<file path="src/rtl/sdm_pkg.sv">
package sdm_pkg;

  // Biased offset code: value = code - 1
  typedef enum logic [1:0] {
    OFS_M1 = 2'd0,
    OFS_Z  = 2'd1,
    OFS_P1 = 2'd2,
    OFS_P2 = 2'd3
  } ofs_code_e;

  // Second-order combine: c1 + c2 - c2_prev, biased by one
  function automatic ofs_code_e ofs_encode(input logic c1, input logic c2, input logic c2_prev);
    logic [1:0] t;
    t = 2'd1 + {1'b0, c1} + {1'b0, c2} - {1'b0, c2_prev};
    return ofs_code_e'(t);
  endfunction

  // Number of cascaded accumulator stages
  localparam int unsigned SDM_ORDER = 2;

endpackage

</file>
<file path="src/rtl/sdm_acc_stage.sv">
module sdm_acc_stage #(
  parameter int unsigned W = 23
) (
  input  logic         clk,
  input  logic         rst,
  input  logic         step,
  input  logic [W-1:0] addend,
  output logic [W-1:0] sum_next,
  output logic         carry_next,
  output logic [W-1:0] acc_q
);

  logic [W:0] sum_full;

  always_comb begin
    sum_full   = {1'b0, acc_q} + {1'b0, addend};
    sum_next   = sum_full[W-1:0];
    carry_next = sum_full[W];
  end

  always_ff @(posedge clk) begin
    if (rst)       acc_q <= '0;
    else if (step) acc_q <= sum_next;
  end

  // the accumulator moves only on a boundary
  p_acc_hold_r7: assert property (@(posedge clk) disable iff (rst)
    !step |=> $stable(acc_q));

endmodule

</file>
<file path="src/rtl/sdm_mash11.sv">
module sdm_mash11
  import sdm_pkg::*;
#(
  parameter int unsigned FRAC_W = 23
) (
  input  logic              clk,
  input  logic              rst,
  input  logic              step,
  input  logic [FRAC_W-2:0] k_prog,
  output ofs_code_e         ofs_next,
  output logic              c1_evt,
  output logic              c2_evt
);

  localparam int unsigned NST = SDM_ORDER;

  logic [FRAC_W-1:0] k_full;
  logic [FRAC_W-1:0] stage_in  [NST+1];
  logic [FRAC_W-1:0] stage_acc [NST];
  logic [NST-1:0]    carry;
  logic              c2_prev_q;

  // Lowest fraction bit tied high
  assign k_full      = {k_prog, 1'b1};
  assign stage_in[0] = k_full;

  for (genvar g = 0; g < NST; g++) begin : g_stage
    sdm_acc_stage #(.W(FRAC_W)) stage_i (
      .clk       (clk),
      .rst       (rst),
      .step      (step),
      .addend    (stage_in[g]),
      .sum_next  (stage_in[g+1]),
      .carry_next(carry[g]),
      .acc_q     (stage_acc[g])
    );
  end

  always_ff @(posedge clk) begin
    if (rst)       c2_prev_q <= 1'b0;
    else if (step) c2_prev_q <= carry[1];
  end

  assign c1_evt   = carry[0];
  assign c2_evt   = carry[1];
  assign ofs_next = ofs_encode(c1_evt, c2_evt, c2_prev_q);

  // a -1 offset is only reachable after a second-stage carry
  p_neg_needs_prev_r9: assert property (@(posedge clk) disable iff (rst)
    (ofs_next == OFS_M1) |-> c2_prev_q);

  // +2 requires both carries in this step
  p_p2_needs_both_r9: assert property (@(posedge clk) disable iff (rst)
    (ofs_next == OFS_P2) |-> (c1_evt && c2_evt));

endmodule

</file>
<file path="src/rtl/sdm_ratio_sum.sv">
module sdm_ratio_sum
  import sdm_pkg::*;
#(
  parameter int unsigned N_W = 10
) (
  input  logic           clk,
  input  logic           rst,
  input  logic           load,
  input  logic [N_W-1:0] n_in,
  input  ofs_code_e      ofs_in,
  output logic [N_W:0]   ratio_next,
  output logic [N_W:0]   ratio_q,
  output ofs_code_e      code_q
);

  localparam int unsigned RW = N_W + 1;
  localparam logic [RW-1:0] ONE = RW'(1);

  logic [N_W-1:0] n_shadow_q;

  function automatic logic [RW-1:0] add_ofs(input logic [N_W-1:0] n, input ofs_code_e c);
    return {1'b0, n} + {{(RW-2){1'b0}}, c} - ONE;
  endfunction

  assign ratio_next = add_ofs(n_in, ofs_in);

  always_ff @(posedge clk) begin
    if (rst) begin
      ratio_q    <= '0;
      code_q     <= OFS_Z;
      n_shadow_q <= '0;
    end else if (load) begin
      ratio_q    <= ratio_next;
      code_q     <= ofs_in;
      n_shadow_q <= n_in;
    end
  end

  // the ratio in use stays within N-1..N+2 of the sampled N
  p_ratio_window_r2: assert property (@(posedge clk) disable iff (rst)
    (ratio_q == '0) || (((ratio_q + ONE) >= {1'b0, n_shadow_q}) &&
                        (ratio_q <= ({1'b0, n_shadow_q} + RW'(2)))));

  // ratio and code hold between boundaries
  p_hold_cycle_r10: assert property (@(posedge clk) disable iff (rst)
    !load |=> ($stable(ratio_q) && $stable(code_q)));

endmodule

</file>
<file path="src/rtl/sdm_prog_counter.sv">
module sdm_prog_counter #(
  parameter int unsigned W = 11
) (
  input  logic         clk,
  input  logic         rst,
  input  logic [W-1:0] ratio_in,
  output logic         pulse,
  output logic [W-1:0] cnt_q
);

  localparam logic [W-1:0] ONE = W'(1);

  assign pulse = (cnt_q == '0);

  always_ff @(posedge clk) begin
    if (rst)        cnt_q <= '0;
    else if (pulse) cnt_q <= ratio_in - ONE;
    else            cnt_q <= cnt_q - ONE;
  end

  // the counter steps down by one between pulses
  p_countdown_r4: assert property (@(posedge clk) disable iff (rst)
    !pulse |=> (cnt_q == $past(cnt_q) - ONE));

  // a pulse lasts one clock when the ratio is at least two
  p_one_pulse_r4: assert property (@(posedge clk) disable iff (rst)
    (pulse && (ratio_in >= W'(2))) |=> !pulse);

endmodule

</file>
<file path="src/rtl/sdm_frac_divider.sv">
module sdm_frac_divider
  import sdm_pkg::*;
#(
  parameter int unsigned N_W    = 10,
  parameter int unsigned FRAC_W = 23
) (
  input  logic              clk,
  input  logic              rst,
  input  logic [N_W-1:0]    n_ratio,
  input  logic [FRAC_W-2:0] k_frac,
  output logic              div_pulse,
  output logic [N_W:0]      ratio_now,
  output logic [1:0]        mod_offset
);

  localparam int unsigned RW = N_W + 1;

  logic         boundary;
  ofs_code_e    ofs_next;
  ofs_code_e    code_q;
  logic         c1_evt;
  logic         c2_evt;
  logic [RW-1:0] ratio_next;
  logic [RW-1:0] ratio_q;
  logic [RW-1:0] cnt_q;

  sdm_mash11 #(.FRAC_W(FRAC_W)) mod_i (
    .clk     (clk),
    .rst     (rst),
    .step    (boundary),
    .k_prog  (k_frac),
    .ofs_next(ofs_next),
    .c1_evt  (c1_evt),
    .c2_evt  (c2_evt)
  );

  sdm_ratio_sum #(.N_W(N_W)) sum_i (
    .clk       (clk),
    .rst       (rst),
    .load      (boundary),
    .n_in      (n_ratio),
    .ofs_in    (ofs_next),
    .ratio_next(ratio_next),
    .ratio_q   (ratio_q),
    .code_q    (code_q)
  );

  sdm_prog_counter #(.W(RW)) cnt_i (
    .clk     (clk),
    .rst     (rst),
    .ratio_in(ratio_next),
    .pulse   (boundary),
    .cnt_q   (cnt_q)
  );

  assign div_pulse  = boundary;
  assign ratio_now  = ratio_q;
  assign mod_offset = code_q;

  // the first boundary after reset adds no offset
  p_first_ratio_r1: assert property (@(posedge clk) disable iff (rst)
    $fell(rst) |-> (ofs_next == OFS_Z));

  // the counter never exceeds the ratio in use
  p_cnt_bound_r4: assert property (@(posedge clk) disable iff (rst)
    (ratio_q == '0) || (cnt_q < ratio_q));

  // a first-stage carry never yields a negative offset
  p_c1_nonneg_r9: assert property (@(posedge clk) disable iff (rst)
    c1_evt |-> (ofs_next != OFS_M1));

endmodule

</file>
<file path="config.mk">
export PLATFORM = sky130hd
export DESIGN_NAME = sdm_frac_divider
export DESIGN_NICKNAME = d
export VERILOG_FILES = /design/src/rtl/sdm_pkg.sv /design/src/rtl/sdm_acc_stage.sv /design/src/rtl/sdm_mash11.sv /design/src/rtl/sdm_ratio_sum.sv /design/src/rtl/sdm_prog_counter.sv /design/src/rtl/sdm_frac_divider.sv
export SDC_FILE = /design/constraint.sdc
export NUM_CORES = 1
export LEC_CHECK = 0
export ABC_CLOCK_PERIOD_IN_PS = 5770
export BUFFER_PORTS_ARGS = -buffer_cell sky130_fd_sc_hd__buf_2
export CORE_ASPECT_RATIO = 1.2
export CORE_MARGIN = 3
export CORE_UTILIZATION = 53
export DETAILED_ROUTE_END_ITERATION = 12
export HOLD_SLACK_MARGIN = 0.05
export PLACE_DENSITY = 0.75
export RECOVER_POWER = 25
export SLEW_MARGIN = 20
export SYNTH_ARGS = -nofsm -noshare
export SYNTH_HDL_FRONTEND = slang
export SYNTH_SLANG_ARGS = --single-unit
</file>
<file path="constraint.sdc">
create_clock -name clk -period 5.77 [get_ports clk]
set_clock_uncertainty 0.05 [all_clocks]
set_input_delay 0.577 -clock clk [delete_from_list [all_inputs] [get_ports clk]]
set_output_delay 0.577 -clock clk [all_outputs]
set_load 0.05 [all_outputs]
</file>
==> metrics.txt <==
clock buffer depth=2; Final Setup Violations=4; Flop pwr share=16.5%; slew of the pin with the lowest slew margin=1.01 ns; Slowest-stage cell, CP=fa_2; Comb power frac=between 70% and 80%; VDD IR-drop max=roughly 420 µV; chip width=100 µm; CP Launch Type=primary input; initial antenna violation count=0; Starting Density=55.6%; Max stage delay on crit path=between 0.5 and 0.6 ns; Hold/Removal Path Class=reg -> reg; fillers=740; Worst setup EP type=register; Most used DFF post-synth=dfxtp_1; busiest layer in global routing=met2; largest net degree at the start of global routing=85; vias in the first global route=5880; via count=6167; M1 GR Usage=32.3%; maxcap violations=0; clock network fraction of design power=12.7%; RSZ-0062 raised after global routing=yes; fmax=167 MHz; min cycle time layout=around 6.0 ns; Total Wirelength=16800 µm; antenna-violating nets left=0; Avg Inst Size Synth=7.76 µm²; Hold Buf Count CTS=0; clk root buf=clkbuf_16; layout cell share with drive strength beyond 1=a little under a third; die outline area=12000 µm²; fin worst setup slack=-0.220 ns; All-Layer GR Usage=26.5%; Worst EP required=5.97 ns; routability congestion estimate from global placement=a little over 0.9; P per Cell Area=640 nW/µm²; CTS Buf Count=9; worst reg2reg path depth=26; Overflow after GRT=0; drt wl/cell=16.4 µm; core area=slightly above 10000 µm²; Setup TNS=-0.671 ns; Hold Crit Depth=2; Async SR Flop Fraction=0%; post-DP HPWL=11200 µm; Final Hold Violating Endpoints=0; Starting DRT DRC Count=268; Crit path arrival time=6.19 ns; clock sink total=71; P_leak=3.35 nW; H-tree levels=3; P_sw=2.25 mW; Post-synth EDFFs=0; synthesized instance count=732; sw frac=a little under half; synth unique cells=69; Via-to-Cell Ratio=6.02; Post-Layout Cell Count=1025; GRT met2 Usage=47.8%; number of diodes=0; first-pass GRT wire length=26700 µm; CP Class=in -> reg; area delta synth->final=36.5%; Tcrit/Tclk final=104%; Ys Warns=0; cell area after synthesis=5680 µm²; sequential cell area fraction in the yosys report=25.0%; synthesis-stage register bit count=just over 70; Ports=48; Synthesized Nets=828; maximum fanout along the worst path=4; router iterations before antenna repair=5; # rows=40; status=finished, violations left; Residual DRC=0; Worst-Skew Late Latency=0.34 ns; I/O Buffers=between 40 and 50; placed cells=994; max-slew violations=0; die height=119 µm; CTS tree=done; Internal=2.71 mW; Hold WS=0.410 ns; nets=990; failing checks=negative setup slack; Worst-path clk slew=approximately 0.06 ns; met3 GRT Util=2.58%; slew margin rel.=32.7%
final timing paths:
path | startpoint | to | slack (ns)
min | mod_i.g_stage[0].stage_i.acc_q[9] | mod_i.g_stage[0].stage_i.acc_q[9] | 0.41
max reg2reg | mod_i.g_stage[0].stage_i.acc_q[5] | cnt_i.cnt_q[8] | -0.20
max | k_frac[2] | cnt_i.cnt_q[8] | -0.22
min reg2reg | mod_i.g_stage[0].stage_i.acc_q[9] | mod_i.g_stage[0].stage_i.acc_q[9] | 0.41
power groups by stage:
stage               Sequential (mW)  Clock, mW  Combinational, mW
floorplan                     0.911          0               1.87
global placement              0.806          0               2.95
detailed placement            0.815          0               3.04
CTS                           0.809      0.632               3.22
global route                  0.843      0.655               3.81
finish                        0.821      0.630               3.51
cells in the mapped netlist (7+ instances only):
cell / count / area [µm²]
nand2_1: 104 / 390
a21oi_1: 76 / 380
dfxtp_1: 71 / 1420
nor2_1: 59 / 221
ha_1: 58 / 726
o21ai_0: 33 / 165
xnor2_1: 28 / 245
inv_1: 26 / 97.6
nand3_1: 22 / 110
nor3_1: 18 / 90.1
clkbuf_1: 16 / 60.1
a211oi_1: 14 / 105
xor2_1: 13 / 114
a21o_1: 12 / 90.1
and3_1: 12 / 75.1
o211ai_1: 12 / 90.1
nand4_1: 11 / 68.8
o21ai_1: 10 / 50.1
a31oi_1: 9 / 56.3
o21a_1: 9 / 67.6
buf_2: 8 / 40.0
or3_1: 7 / 43.8
kinds of logic after synthesis:
logic type | synth area share (%)
flops | 25.0
simple gates | 22.7
buf+inv | 4.14
mux | 0.176
fa+ha+maj | 14.2
xor+xnor | 6.32
compound gates | 27.4
area by class of cell:
cell class	instances	area, µm²	area share [%]
repair buffers	182	1240	16.0
clock inverters	5	80.1	1.03
well taps	126	158	2.03
inverters	26	97.6	1.26
flip-flops and latches	71	1430	18.4
clock buffers	11	253	3.26
multi-input cells	604	4500	58.0
metrics by stage:
| stage | power (mW) | utilization, % | area [µm²] | setup WS, ns |
|---|---|---|---|---|
| finish | 4.96 | 75.9 | 7750 | -0.220 |
| floorplan | 2.78 | - | 5810 | -0.0302 |
| global route | 5.31 | 75.9 | 7750 | -0.426 |
| CTS | 4.66 | 73.2 | 7470 | -0.135 |
| detailed placement | 3.86 | 68.2 | 6970 | -0.739 |
| global placement | 3.75 | 68.2 | 6970 | -0.472 |
critical path: cells and delay by family:
family | cells | cell delay [ns]
AOI/OAI and AO/OA | 12 | 2.56
xor gates and xnor gates | 1 | 0.11
adders and majority gates | 6 | 1.88
buffers and inverters | 4 | 0.54
and+or+nand+nor | 3 | 0.53
what timing repair did:
action / in CTS / in global routing
endpoints found under the setup margin: 11 / 14
buffers inserted: 9 / 6
cloned: 0 / 0
resized for setup: 23 / 46
pin swaps: 21 / 29
cells in the final DEF, fill, tap and decap left out, types with 9 or more instances in the layout:
cell,n
a21o_1,12
a21oi_1,67
a31oi_1,9
and3_1,12
buf_2,34
buf_4,133
clkbuf_1,13
clkbuf_16,9
dfxtp_1,68
ha_1,48
ha_4,10
inv_1,22
nand2_1,102
nand3_1,20
nand4_1,11
nor2_1,53
nor3_1,18
o211ai_1,12
o21a_1,9
o21ai_0,25
o21ai_1,11
xnor2_1,23
xor2_1,13
sequential cells by signal, summed over array words and instances, names as in the netlist:
name,flops
mod_i.g_stage.stage_i.acc_q,46
sum_i.ratio_q,11
sum_i.code_q,2
cnt_i.cnt_q,11
mod_i.c2_prev_q,1
layer usage:
metal	up-vias	wire length [µm]
li1	3022	-
met3	29	652
met2	178	8830
met4	0	275
met1	2938	7050
met5	-	0
Power figures use the tool's default switching activity.
